<file path="config.mk">
export PLATFORM = sky130hd
export DESIGN_NAME = nmi_hub
export DESIGN_NICKNAME = d
export VERILOG_FILES = /design/src/rtl/nmi_hub_pkg.sv /design/src/rtl/nmi_sticky.sv /design/src/rtl/nmi_wdog.sv /design/src/rtl/nmi_hub.sv
export SDC_FILE = /design/constraint.sdc
export NUM_CORES = 1
export LEC_CHECK = 0
export ABC_CLOCK_PERIOD_IN_PS = 5900
export BUFFER_PORTS_ARGS = -buffer_cell sky130_fd_sc_hd__clkbuf_2
export CORE_MARGIN = 4
export CORE_UTILIZATION = 62
export CTS_BUF_LIST = sky130_fd_sc_hd__clkbuf_4
export DETAILED_ROUTE_END_ITERATION = 6
export MAX_ROUTING_LAYER = met4
export PLACE_DENSITY = 0.91
export SETUP_SLACK_MARGIN = 0.05
export SKIP_CTS_REPAIR_TIMING = 1
export SYNTH_ARGS = -nofsm -noshare
export SYNTH_HDL_FRONTEND = slang
export SYNTH_SLANG_ARGS = --single-unit
</file>
<file path="constraint.sdc">
create_clock -name clk -period 5.9 [get_ports clk]
set_clock_uncertainty 0.15 [all_clocks]
set_input_delay 1.18 -clock clk [delete_from_list [all_inputs] [get_ports clk]]
set_output_delay 1.18 -clock clk [all_outputs]
set_load 0.02 [all_outputs]
</file>
<file path="src/rtl/nmi_hub_pkg.sv">
package nmi_hub_pkg;

   // source indices
   localparam int unsigned NSRC     = 3;
   localparam int unsigned SRC_BUS  = 0;
   localparam int unsigned SRC_PEER = 1;
   localparam int unsigned SRC_LOC  = 2;

   // register word addresses
   localparam int unsigned ADR_CFG = 0;
   localparam int unsigned ADR_FLG = 1;
   localparam int unsigned ADR_CLR = 2;
   localparam int unsigned ADR_PER = 3;

   // configuration and flag bit positions
   localparam int unsigned CFG_EN_BIT    = 0;
   localparam int unsigned CFG_BUSEN_BIT = 6;
   localparam int unsigned SUM_BIT       = 0;
   localparam int unsigned TOP_USED_BIT  = 6;

   // bit position of each source in the flag and clear registers
   function automatic int unsigned src_bit(input int idx);
      case (idx)
         0:       return 1;
         1:       return 4;
         default: return 5;
      endcase
   endfunction

endpackage

</file>
<file path="src/rtl/nmi_sticky.sv">
module nmi_sticky #(
   parameter bit RST_VAL = 1'b0
) (
   input  logic clk,
   input  logic rst_n,
   input  logic set_i,
   input  logic clr_i,
   output logic q_o
);

   // set has priority over clear so a colliding event is kept
   always_ff @(posedge clk or negedge rst_n) begin
      if (!rst_n) q_o <= RST_VAL;
      else        q_o <= (q_o & ~clr_i) | set_i;
   end

endmodule

</file>
<file path="src/rtl/nmi_wdog.sv">
module nmi_wdog #(
   parameter int unsigned CNT_W = 16
) (
   input  logic             clk,
   input  logic             rst_n,
   input  logic             run_i,
   input  logic [CNT_W-1:0] period_i,
   output logic [CNT_W-1:0] cnt_o,
   output logic             req_o
);

   localparam logic [CNT_W-1:0] ONE = {{(CNT_W-1){1'b0}}, 1'b1};

   logic [CNT_W-1:0] cnt_nx;
   assign cnt_nx = cnt_o + ONE;

   always_ff @(posedge clk or negedge rst_n) begin
      if (!rst_n) begin
         cnt_o <= '0;
         req_o <= 1'b0;
      end else begin
         req_o <= 1'b0;
         if (!run_i) begin
            cnt_o <= '0;
         end else if (cnt_o != period_i) begin
            cnt_o <= cnt_nx;
            req_o <= (cnt_nx == period_i);
         end
      end
   end

endmodule

</file>
<file path="src/rtl/nmi_hub.sv">
module nmi_hub #(
   parameter int unsigned      DATA_W     = 16,
   parameter int unsigned      ADDR_W     = 2,
   parameter int unsigned      CNT_W      = 16,
   parameter logic [CNT_W-1:0] PERIOD_RST = {CNT_W{1'b1}}
) (
   input  logic              clk,
   input  logic              dev_rst_n,
   input  logic              cpu_rst_n,
   input  logic              bus_err_evt,
   input  logic              bist_loc_tmo,
   input  logic              bist_loc_sig,
   input  logic              bist_peer_tmo,
   input  logic              bist_peer_sig,
   input  logic              reg_wr,
   input  logic [ADDR_W-1:0] reg_addr,
   input  logic [DATA_W-1:0] reg_wdata,
   output logic [DATA_W-1:0] reg_rdata,
   output logic              nmi_out,
   output logic              rst_req
);
   import nmi_hub_pkg::*;

   localparam logic [ADDR_W-1:0] A_CFG = ADDR_W'(ADR_CFG);
   localparam logic [ADDR_W-1:0] A_FLG = ADDR_W'(ADR_FLG);
   localparam logic [ADDR_W-1:0] A_CLR = ADDR_W'(ADR_CLR);
   localparam logic [ADDR_W-1:0] A_PER = ADDR_W'(ADR_PER);

   // elaboration checks
   if (DATA_W <= TOP_USED_BIT) begin : g_bad_data_w
      $error("nmi_hub: DATA_W too narrow for the register layout");
   end
   if (CNT_W > DATA_W) begin : g_bad_cnt_w
      $error("nmi_hub: CNT_W must not exceed DATA_W");
   end
   if (ADDR_W < 2) begin : g_bad_addr_w
      $error("nmi_hub: ADDR_W must cover four registers");
   end

   logic sys_rst_n;
   assign sys_rst_n = dev_rst_n & cpu_rst_n;

   logic wr_cfg, wr_clr, wr_per;
   assign wr_cfg = reg_wr && (reg_addr == A_CFG);
   assign wr_clr = reg_wr && (reg_addr == A_CLR);
   assign wr_per = reg_wr && (reg_addr == A_PER);

   // configuration, local reset domain
   logic             gen_en_q, bus_en_q;
   logic [CNT_W-1:0] period_q;

   always_ff @(posedge clk or negedge sys_rst_n) begin
      if (!sys_rst_n) begin
         gen_en_q <= 1'b0;
         bus_en_q <= 1'b0;
         period_q <= PERIOD_RST;
      end else begin
         if (wr_cfg) begin
            gen_en_q <= gen_en_q | reg_wdata[CFG_EN_BIT];
            bus_en_q <= bus_en_q | reg_wdata[CFG_BUSEN_BIT];
         end
         if (wr_per) period_q <= reg_wdata[CNT_W-1:0];
      end
   end

   // source flags, device reset domain
   logic [NSRC-1:0] src_set, src_clr, src_flag;
   assign src_set[SRC_BUS]  = bus_err_evt & bus_en_q;
   assign src_set[SRC_PEER] = bist_peer_tmo | bist_peer_sig;
   assign src_set[SRC_LOC]  = bist_loc_tmo | bist_loc_sig;

   for (genvar gi = 0; gi < NSRC; gi++) begin : g_src
      assign src_clr[gi] = wr_clr & reg_wdata[src_bit(gi)];
      nmi_sticky #(.RST_VAL(1'b0)) u_flag (
         .clk   (clk),
         .rst_n (dev_rst_n),
         .set_i (src_set[gi]),
         .clr_i (src_clr[gi]),
         .q_o   (src_flag[gi])
      );
   end

   logic any_src;
   assign any_src = |src_flag;

   // summary flag and re-arm latch, device reset domain
   logic sum_q, sum_set, armed_q;
   assign sum_set = gen_en_q & any_src & armed_q & ~sum_q;

   nmi_sticky #(.RST_VAL(1'b0)) u_sum (
      .clk   (clk),
      .rst_n (dev_rst_n),
      .set_i (sum_set),
      .clr_i (wr_clr & reg_wdata[SUM_BIT]),
      .q_o   (sum_q)
   );

   always_ff @(posedge clk or negedge dev_rst_n) begin
      if (!dev_rst_n)              armed_q <= 1'b1;
      else if (sum_set)            armed_q <= 1'b0;
      else if (!sum_q && !any_src) armed_q <= 1'b1;
   end

   assign nmi_out = sum_q & gen_en_q;

   // escalation watchdog
   logic [CNT_W-1:0] wd_cnt;
   nmi_wdog #(.CNT_W(CNT_W)) u_wdog (
      .clk      (clk),
      .rst_n    (sys_rst_n),
      .run_i    (gen_en_q & any_src),
      .period_i (period_q),
      .cnt_o    (wd_cnt),
      .req_o    (rst_req)
   );

   // read mux
   always_comb begin
      reg_rdata = '0;
      case (reg_addr)
         A_CFG: begin
            reg_rdata[CFG_EN_BIT]        = gen_en_q;
            reg_rdata[CFG_BUSEN_BIT]     = bus_en_q;
            reg_rdata[src_bit(SRC_PEER)] = src_flag[SRC_PEER];
            reg_rdata[src_bit(SRC_LOC)]  = src_flag[SRC_LOC];
         end
         A_FLG: begin
            reg_rdata[SUM_BIT] = sum_q;
            for (int i = 0; i < NSRC; i++) reg_rdata[src_bit(i)] = src_flag[i];
         end
         A_PER:   reg_rdata[CNT_W-1:0] = period_q;
         default: reg_rdata = '0;
      endcase
   end

endmodule

</file>
==> results.txt, run 1 <==
max frequency = 295 MHz
Max Slew Vio Count = 0
Post-Syn Area = 0.00246 mm^2
Total Wirelength = 5.55 mm
clk buf depth = 2
maximum vdd drop = 0.000159 V
Syn Inst Count = 245
die extent in y = 71.0 um
status = finished, final reports clean
Routability Congestion = 0.881
IO Count = 45
nets@finish = 311
WL/cell = 16.7 um
DR pass1 iterations = 4
FF+latch count, synth = 40
initial antenna violation count = 0
antenna viol nets, final = 0
clock sink total = 40
Slew @ Worst Pin = 0.665 ns
PD cells = 307 mW/mm^2
hpwl dp = 4.05 mm
post-synth net total = 273
Commonest cells post-synth = 23 x dfrtp_1, 20 x nand2_1, 17 x dfstp_2
hold_sp = bus_en_q$_DFFE_PN0P_
Slew HR = 55.6%
share of layout cells above drive strength 1 = 33.5%
CTS tree = yes
initial drt markers = 208
H-Tree Depth = 2
reg2reg start = u_wdog.cnt_o[8]$_DFFE_PN0P_
core area = 0.00374 mm^2
largest net degree at the start of global routing = 36
Worst setup startpoint = reg_addr[0]
Post-Route Setup TNS = 0 ns
Clk pin slew, worst setup/hold paths = 0.11 ns
Pleak = 1.21 nW
first-pass GRT wire length = 9.25 mm
DIE WIDTH = 71.0 um
register area share after synthesis = 41.6%
number of fill cells in the layout = 275
crit-path max FO = 17
Vias/cell = 6.10
CTS Buf Count = 5
RSZ-0062 raised after global routing = no
vias in the first global route = 1933
GRT Resource Usage Total = 23.9%
crit path kind = in -> out
die area = 0.00504 mm^2
Worst-Skew Late Latency = 0.35 ns
Worst EP required = 4.57 ns
count of final setup violators = 0
Setup crit start kind = primary input
post-synthesis area per instance = 10.0 um^2
Ant. Diodes = 0
Worst Setup End Kind = output port
crit share post-route = 57.4%
min cycle time layout = 3.39 ns
largest area contributor in the netlist = dfrtp_1
share of the synthesized area in the top cell type = 23.4%
DRC Markers = 0
Synth Flop Type = dfrtp_1
Starting Density = 65.7%
top-count cell post-synth = dfrtp_1
standard-cell rows = 22
GRT overflow = 0
Post-synth EDFFs = 0
ys async rst share = 100%
WP data arrival = 2.06 ns
Layout area overhead = 10.5%
library cells used by synthesis = 53
Port Buffer Count = 44
routed via count = 2025
Max-Cap Viols = 0
total number of yosys warnings = 0
Area contributors post-synth = dfrtp_1 23%, dfstp_2 18%, mux2_2 7.3%, xor2_1 5.7%, xnor2_1 5.3%
Hold Vio Cnt, Final = 0
Min-Delay Path Class = reg -> reg
final std cells w/o fill = 332
CTS Root Cell = clkbuf_4
placed cell count = 324
-- per-layer routing --
metal | routed length (um) | vias to the layer above | GRT usage (%) | share of wire (%)
met5 | 0 | - | - | 0
met4 | 133 | 0 | 9.60 | 2.4
met3 | 422 | 16 | 4.97 | 7.6
met2 | 2590 | 96 | 36.4 | 47
met1 | 2400 | 962 | 31.1 | 43
li1 | - | 951 | - | -
-- stage by stage --
step           area (um^2)  power [mW]  hold WS (ns)  util [%]  worst slack [ns]
2_1_floorplan         2460       0.622         0.300         -              2.55
6_report              2720       0.835         0.367      72.6              2.51
3_3_place_gp          2660       0.681         0.337      71.1              2.57
5_1_grt               2720       0.885         0.394      72.6              2.46
3_5_place_dp          2660       0.694         0.332      71.1              2.56
4_1_cts               2720       0.833         0.369      72.6              2.53
-- where the power goes --
group | switching [mW] | leakage [nW] | internal, mW | total, mW
Clock | 0.0881 | 0.0293 | 0.0500 | 0.138
Combinational | 0.148 | 0.716 | 0.137 | 0.285
Sequential | 0.0748 | 0.463 | 0.338 | 0.413
-- path summary, 6_finish.rpt --
| check | slack, ns | depth (start not counted) | to |
|---|---|---|---|
| max in group asynchronous | 4.34 | 3 | period_q[10]$_DFFE_PN1P_ |
| min reg2reg | 0.37 | 1 | bus_en_q$_DFFE_PN0P_ |
| max reg2reg | 3.26 | 6 | u_wdog.req_o$_DFF_PN0_ |
| min in group asynchronous | 0.47 | 1 | g_src[1].u_flag.q_o$_DFF_PN0_ |
| min | 0.37 | 1 | bus_en_q$_DFFE_PN0P_ |
| max | 2.51 | 4 | reg_rdata[6] |
-- flip-flops by register name, summed over array words and instances (netlist names) --
name,count
u_wdog.req_o,1
g_src.u_flag.q_o,3
period_q,16
gen_en_q,1
u_wdog.cnt_o,16
armed_q,1
u_sum.q_o,1
bus_en_q,1
-- cell usage in the layout (no fill, tap or decap), types with 2 or more instances in the layout --
cell type  instances
clkbuf_2          44
dfrtp_1           23
nand2_1           20
dfstp_2           17
xor2_1            16
mux2_2            16
xnor2_1           15
and3_1            14
nor2_1            11
o21ai_0           10
a21oi_1            8
and2_1             7
nand4_1            6
clkbuf_4           6
inv_1              5
or3_1              5
o21ai_1            5
o211ai_1           5
nand3_1            4
mux2i_1            3
a31oi_1            3
o2111ai_1          3
or4_1              3
a22o_1             2
or2b_1             2
nand4b_1           2
nor3b_1            2
-- area by class of cell --
type                       instances  area (um^2)  share of cell area [%]
clock buffer                       6         45.0                    1.66
clock inverter                     2         11.3                   0.414
inverter                           5         18.8                   0.691
multi-input combinational        186         1330                    49.0
sequential                        40         1020                    37.6
tap                               48         60.1                    2.21
timing repair buffer              45          228                    8.38
-- cells by family after synthesis --
| kind of cell | Yosys count | synth area share, % |
|---|---|---|
| xor+xnor | 32 | 11.7 |
| flops | 40 | 41.6 |
| fa+ha+maj | 1 | 0.509 |
| compound gates | 43 | 11.9 |
| buf+inv | 19 | 4.27 |
| simple gates | 91 | 21.6 |
| mux | 19 | 8.55 |
-- worst max-delay path, cell delays in order --
cell	delay, ns
clkbuf_2	0.20
and2_1	0.26
a22o_1	0.25
clkbuf_2	0.15
Note: power is estimated with default switching activity, not from simulation.
==> inputs of run 2 (changes only) <==
Settings changed: ABC_CLOCK_PERIOD_IN_PS 5900 to 3000, CORE_UTILIZATION 62 to 52, PLACE_DENSITY 0.91 to 0.81.
Clock period 5.9 ns to 3 ns, I/O delays scaled along.
==> run 2 against run 1 <==
Effect of this change:
- final cell count grew 2.1%
- worst setup slack worse by 2.1 ns
- largest power group unchanged
- global-route usage decreased by 3.1 points
- combinational power up 98%
- total power increased by 97%
- core utilization down 11 points
- critical path depth increased by 3
==> results.txt, run 2 (synthesis gave the netlist of run 1 again) <==
WL/cell = 16.7 um
Max Slew Vio Count = 0
standard-cell rows = 24
CTS Root Cell = clkbuf_4
number of fill cells in the layout = 365
GRT Resource Usage Total = 20.8%
initial antenna violation count = 0
Worst EP required = 3.10 ns
Worst Setup End Kind = flip-flop
Max-Cap Viols = 0
nets@finish = 314
crit share post-route = 86.1%
largest net degree at the start of global routing = 36
H-Tree Depth = 2
crit-path max FO = 6
CTS tree = yes
Port Buffer Count = 44
final std cells w/o fill = 339
slowest stage cell, crit path = or4_4
DIE WIDTH = 76.8 um
maximum vdd drop = 0.000310 V
max frequency = 387 MHz
Slew HR = 55.6%
first-pass GRT wire length = 9.72 mm
Layout area overhead = 11.7%
Post-Route Setup TNS = 0 ns
commonest cells after routing, fill and taps aside = 44 x clkbuf_2, 23 x dfrtp_1, 20 x nand2_1
R2R Setup Slk = 0.42 ns
status = finished, final reports clean
fin area = 0.00275 mm^2
vias in the first global route = 2029
min cycle time layout = 2.58 ns
die extent in y = 76.8 um
DR pass1 iterations = 4
Min-Delay Path Class = in -> async
Routability Congestion = 0.932
CTS Buf Count = 5
Pleak = 1.22 nW
GRT overflow = 0
crit-path max cell delay = 0.53 ns
Total Wirelength = 5.66 mm
crit path kind = reg -> reg
Clk pin slew, worst setup/hold paths = 0.13 ns
die area = 0.00590 mm^2
DP Area = 0.00268 mm^2
PD cells = 598 mW/mm^2
Hold Vio Cnt, Final = 0
Slew @ Worst Pin = 0.665 ns
share of layout cells above drive strength 1 = 33.8%
WP data arrival = 2.68 ns
most common cell after layout, fill and taps aside = clkbuf_2
count of final setup violators = 0
Ant. Diodes = 0
Worst-Skew Late Latency = 0.35 ns
initial drt markers = 164
RSZ-0062 raised after global routing = no
largest registers = period_q: 16 flops, u_wdog.cnt_o: 16 flops, g_src.u_flag.q_o: 3 flops
antenna viol nets, final = 0
Setup crit start kind = flip-flop
IO Count = 45
clk buf depth = 2
Starting Density = 55.0%
routed via count = 2031
Vias/cell = 5.99
core area = 0.00447 mm^2
clock sink total = 40
DRC Markers = 0
placed cell count = 330
crit-path cells = ha_1 > nand3_2 > or2_1 > xor2_1 > o32a_1 > or4_4 > a2111oi_4
utilization after layout = 61.4%
hpwl dp = 4.27 mm
## run 2: cell types whose count changed in the layout (fill, tap and decap cells not counted), sizes merged
cell	before	now
clkbuf	50	49
dlygate4sd3	0	1
buf	1	3
clkinvlp	1	2
## run 2: path summary, 6_finish.rpt
check	startpoint	to	cells past startpoint
min in group clk	bist_peer_sig	g_src[1].u_flag.q_o$_DFF_PN0_	2
hold reg to reg	bus_en_q$_DFFE_PN0P_	bus_en_q$_DFFE_PN0P_	1
max in group asynchronous	dev_rst_n	period_q[14]$_DFFE_PN1P_	4
setup / recovery	u_wdog.cnt_o[0]$_DFFE_PN0P_	u_wdog.req_o$_DFF_PN0_	7
hold / removal	cpu_rst_n	gen_en_q$_DFFE_PN0P_	3
setup reg to reg	u_wdog.cnt_o[0]$_DFFE_PN0P_	u_wdog.req_o$_DFF_PN0_	7
## run 2: layer usage
layer	GRT usage (%)	share of wire [%]	vias up	wire length (um)
met2	32.1	47	83	2670
met5	-	0	-	0
li1	-	-	962	-
met1	28.6	46	980	2580
met4	5.98	1.1	0	63
met3	2.81	6.1	6	346
## run 2: power by group
part	leakage (nW)	internal, mW	switching, mW
Clock	0.0249	0.0884	0.184
Combinational	0.731	0.270	0.293
Sequential	0.463	0.664	0.144
## run 2: per-stage QoR
step	setup slack (ns)	hold slack [ns]	total power, mW
finish	0.417	0.209	1.64
CTS	0.441	-0.120	1.65
global placement	0.532	0.279	1.34
detailed placement	0.501	0.280	1.37
floorplan	0.665	0.154	1.22
global route	0.286	0.237	1.76
## run 2: cell type report
cell class / instances / area, um^2 / share of cell area [%]
Multi-Input combinational cell: 186 / 1330 / 48.5
Inverter: 5 / 18.8 / 0.683
Clock inverter: 3 / 18.8 / 0.683
Sequential cell: 40 / 1020 / 37.2
Clock buffer: 5 / 37.5 / 1.37
Tap cell: 52 / 65.1 / 2.37
Timing Repair Buffer: 48 / 253 / 9.20
## run 2: critical path: cells and delay by family, from the launching register on
kind                       cells  cell delay (ns)
and+or+nand+nor                3             0.99
DFF                            1             0.49
AOI/OAI and AO/OA              2             0.40
adders and majority gates      1             0.26
xor gates and xnor gates       1             0.19
==> inputs of run 3 (changes only) <==
Settings changed: CORE_UTILIZATION 52 to 53, PLACE_DENSITY 0.81 to 0.82, SYNTH_HIERARCHICAL set to 1.
==> run 3 against run 2 <==
Effect of this change:
- core utilization shrank 0.81 points
- worst setup slack improved by 0.32 ns
- clock-buffer cell count up 2
- final cell count grew 4.4%
- fmax increased by 14%
- largest power group unchanged
- via count shrank 3.5%
- total power fell by 2.8%
- first-iteration DRC count fell by 18%
==> results.txt, run 3 <==
Max-Cap Viols = 0
CTS Buf Count = 5
Syn Inst Count = 247
RSZ-0062 raised after global routing = no
FF+latch count, synth = 40
Total Wirelength = 5.68 mm
PD cells = 551 mW/mm^2
standard-cell rows = 25
DRC Markers = 0
CTS Root Cell = clkbuf_4
Vias/cell = 5.53
Post-Syn Area = 0.00267 mm^2
largest net degree at the start of global routing = 36
antenna viol nets, final = 0
library cells used by synthesis = 51
critical path endpoint = reg_rdata[6]
DR pass1 iterations = 4
Worst-Skew Late Latency = 0.37 ns
power share of the sequential group = 49.3%
crit-path max cell delay = 0.28 ns
share of the synthesized area in the top cell type = 21.6%
die extent in y = 78.9 um
area share of and/or/nand/nor cells after synthesis = 21.7%
Crit path top cell by count = clkbuf_2
Layout area overhead = 8.78%
Reg2Reg Depth = 6
Synth Flop Type = dfrtp_1
Min-Delay Path Class = in -> async
Area contributors post-synth = dfrtp_1 22%, dfstp_2 17%, xor2_1 8.9%, mux2_4 5.6%, and2_1 4.7%
combinational power share = 32.4%
core area = 0.00479 mm^2
ys async rst share = 100%
Starting Density = 55.7%
largest area contributor in the netlist = dfrtp_1
Slew @ Worst Pin = 0.455 ns
cell depth of the worst setup path = 4
min cycle time layout = 2.26 ns
initial drt markers = 134
GRT Resource Usage Total = 20.2%
Routability Congestion = 0.863
H-Tree Depth = 2
CP bufs+invs = 2
register area share after synthesis = 38.3%
post-synthesis area per instance = 10.8 um^2
fin area = 0.00290 mm^2
CTS tree = yes
max frequency = 442 MHz
clk buf depth = 2
share of layout cells above drive strength 1 = 37.6%
IO Count = 45
Max Slew Vio Count = 0
nets@finish = 314
worst hold slack = 0.231 ns
vias in the first global route = 1949
DIE WIDTH = 78.9 um
internal power = 1.03 mW
WL/cell = 16.0 um
crit-path max FO = 17
delay-heaviest family, CP = buffers and inverters
count of final setup violators = 0
WP data arrival = 1.51 ns
Placement Setup Slack = 0.761 ns
Slew HR = 69.7%
reg2reg start = u_wdog/cnt_o[8]$_DFFE_PN0P_
total number of yosys warnings = 6
first-pass GRT wire length = 9.59 mm
Commonest cells post-synth = 27 x xor2_1, 23 x dfrtp_1, 20 x and2_1
Hold Vio Cnt, Final = 0
crit path kind = in -> out
Post-Route Setup TNS = 0 ns
Post-Synth Adder-Cell Area = 0.469%
initial antenna violation count = 0
Worst EP required = 2.25 ns
largest family of logic cells by synthesized area = simple AND/OR/NAND/NOR gates
commonest cells after routing, fill and taps aside = 44 x clkbuf_2, 27 x xor2_1, 23 x dfrtp_1
Clk network pwr share = 18.3%
FF+latch area = 0.00102 mm^2
GRT overflow = 0
Ant. Diodes = 0
critical register-to-register path endpoint = u_wdog/cnt_o[8]$_DFFE_PN0P_
P_sw = 0.569 mW
crit-path cells = clkbuf_2 > and2_1 > a22o_1 > clkbuf_2
largest registers = period_q: 16 flops, u_wdog/cnt_o: 16 flops, g_src.u_flag/q_o: 3 flops
number of fill cells in the layout = 403
Setup crit start kind = primary input
R2R Setup Slk = 0.82 ns
Worst Setup End Kind = output port
Worst setup startpoint = reg_addr[0]
Sw Ratio = 35.6%
routed via count = 1959
top-count cell post-synth = xor2_1
Compound-Gate Fraction of Synth Area = 9.62%
area occupied by multi-input gates = 0.00146 mm^2
status = finished, final reports clean
Post-synth EDFFs = 0
mux contribution to synthesized area = 10.4%
post-synth net total = 275
hpwl dp = 4.27 mm
die area = 0.00623 mm^2
final critical-path setup slack = 0.739 ns
clock sink total = 40
Synth Area in XOR/XNOR = 12.4%
Port Buffer Count = 44
crit share post-route = 75.4%
Pleak = 1.43 nW
most common cell after layout, fill and taps aside = clkbuf_2
DP Area = 0.00283 mm^2
slowest stage cell, crit path = and2_1
maximum vdd drop = 0.000302 V
Clk pin slew, worst setup/hold paths = 0.13 ns
-- run 3: cell count changes in the layout (fill, tap and decap cells not counted), sizes merged, moves of 5 or more --
| cell | previous run | this run |
|---|---|---|
| and2 | 8 | 20 |
| o21ai | 15 | 3 |
| xor2 | 16 | 27 |
| nand2 | 20 | 13 |
| or3 | 6 | 0 |
| xnor2 | 16 | 10 |
| or4 | 5 | 0 |
-- run 3: cells by family after synthesis --
logic type / count (synthesis)
simple gates: 92
xor+xnor: 37
mux: 22
compound gates: 32
flops: 40
buf+inv: 23
fa+ha+maj: 1
-- run 3: power by group through the flow --
stage               Clock, mW  Combinational, mW  Sequential [mW]
floorplan                   0              0.504            0.722
global placement            0              0.504            0.792
detailed placement          0              0.518            0.797
CTS                     0.304              0.520            0.787
global route            0.328              0.573            0.803
finish                  0.292              0.518            0.787
-- run 3: stage by stage --
| step | utilization [%] | instances | total power, mW |
|---|---|---|---|
| 2_1_floorplan | - | 247 | 1.23 |
| 3_3_place_gp | 59.2 | 345 | 1.30 |
| 3_5_place_dp | 59.2 | 345 | 1.31 |
| 4_1_cts | 60.4 | 353 | 1.61 |
| 5_1_grt | 60.6 | 354 | 1.70 |
| 6_report | 60.6 | 354 | 1.60 |
-- run 3: tightest hold or removal path, cell delays in order --
cell      delay [ns]
clkbuf_2        0.08
and2_1          0.12
buf_4           0.39
-- run 3: layout make-up --
class                   count  share of cell area [%]
clock buffers               7                    1.81
multi-input cells         184                    50.3
flip-flops and latches     40                    35.2
repair buffers             48                    8.71
inverters                   7                   0.906
well taps                  67                    2.89
clock inverters             1                   0.173
-- run 3: how the worst min path moves through the flow --
stage | start | cells after the start | to | slack, ns
finish | cpu_rst_n | 3 | u_wdog/cnt_o[0]$_DFFE_PN0P_ | 0.23
global route | cpu_rst_n | 3 | u_wdog/cnt_o[9]$_DFFE_PN0P_ | 0.26
CTS | dev_rst_n | 1 | u_sum/q_o$_DFF_PN0_ | -0.13
detailed placement | dev_rst_n | 1 | g_src[2].u_flag/q_o$_DFF_PN0_ | 0.28
global placement | dev_rst_n | 1 | g_src[1].u_flag/q_o$_DFF_PN0_ | 0.28
floorplan | dev_rst_n | 0 | g_src[0].u_flag/q_o$_DFF_PN0_ | 0.15
-- run 3: layer usage --
layer  up-vias  routed length, um  global-route usage (%)
met5         -                  0                       -
met4         0                 59                    8.08
li1        935                  -                       -
met1       973               2450                    26.2
met3         5                230                    3.51
met2        46               2940                    31.5
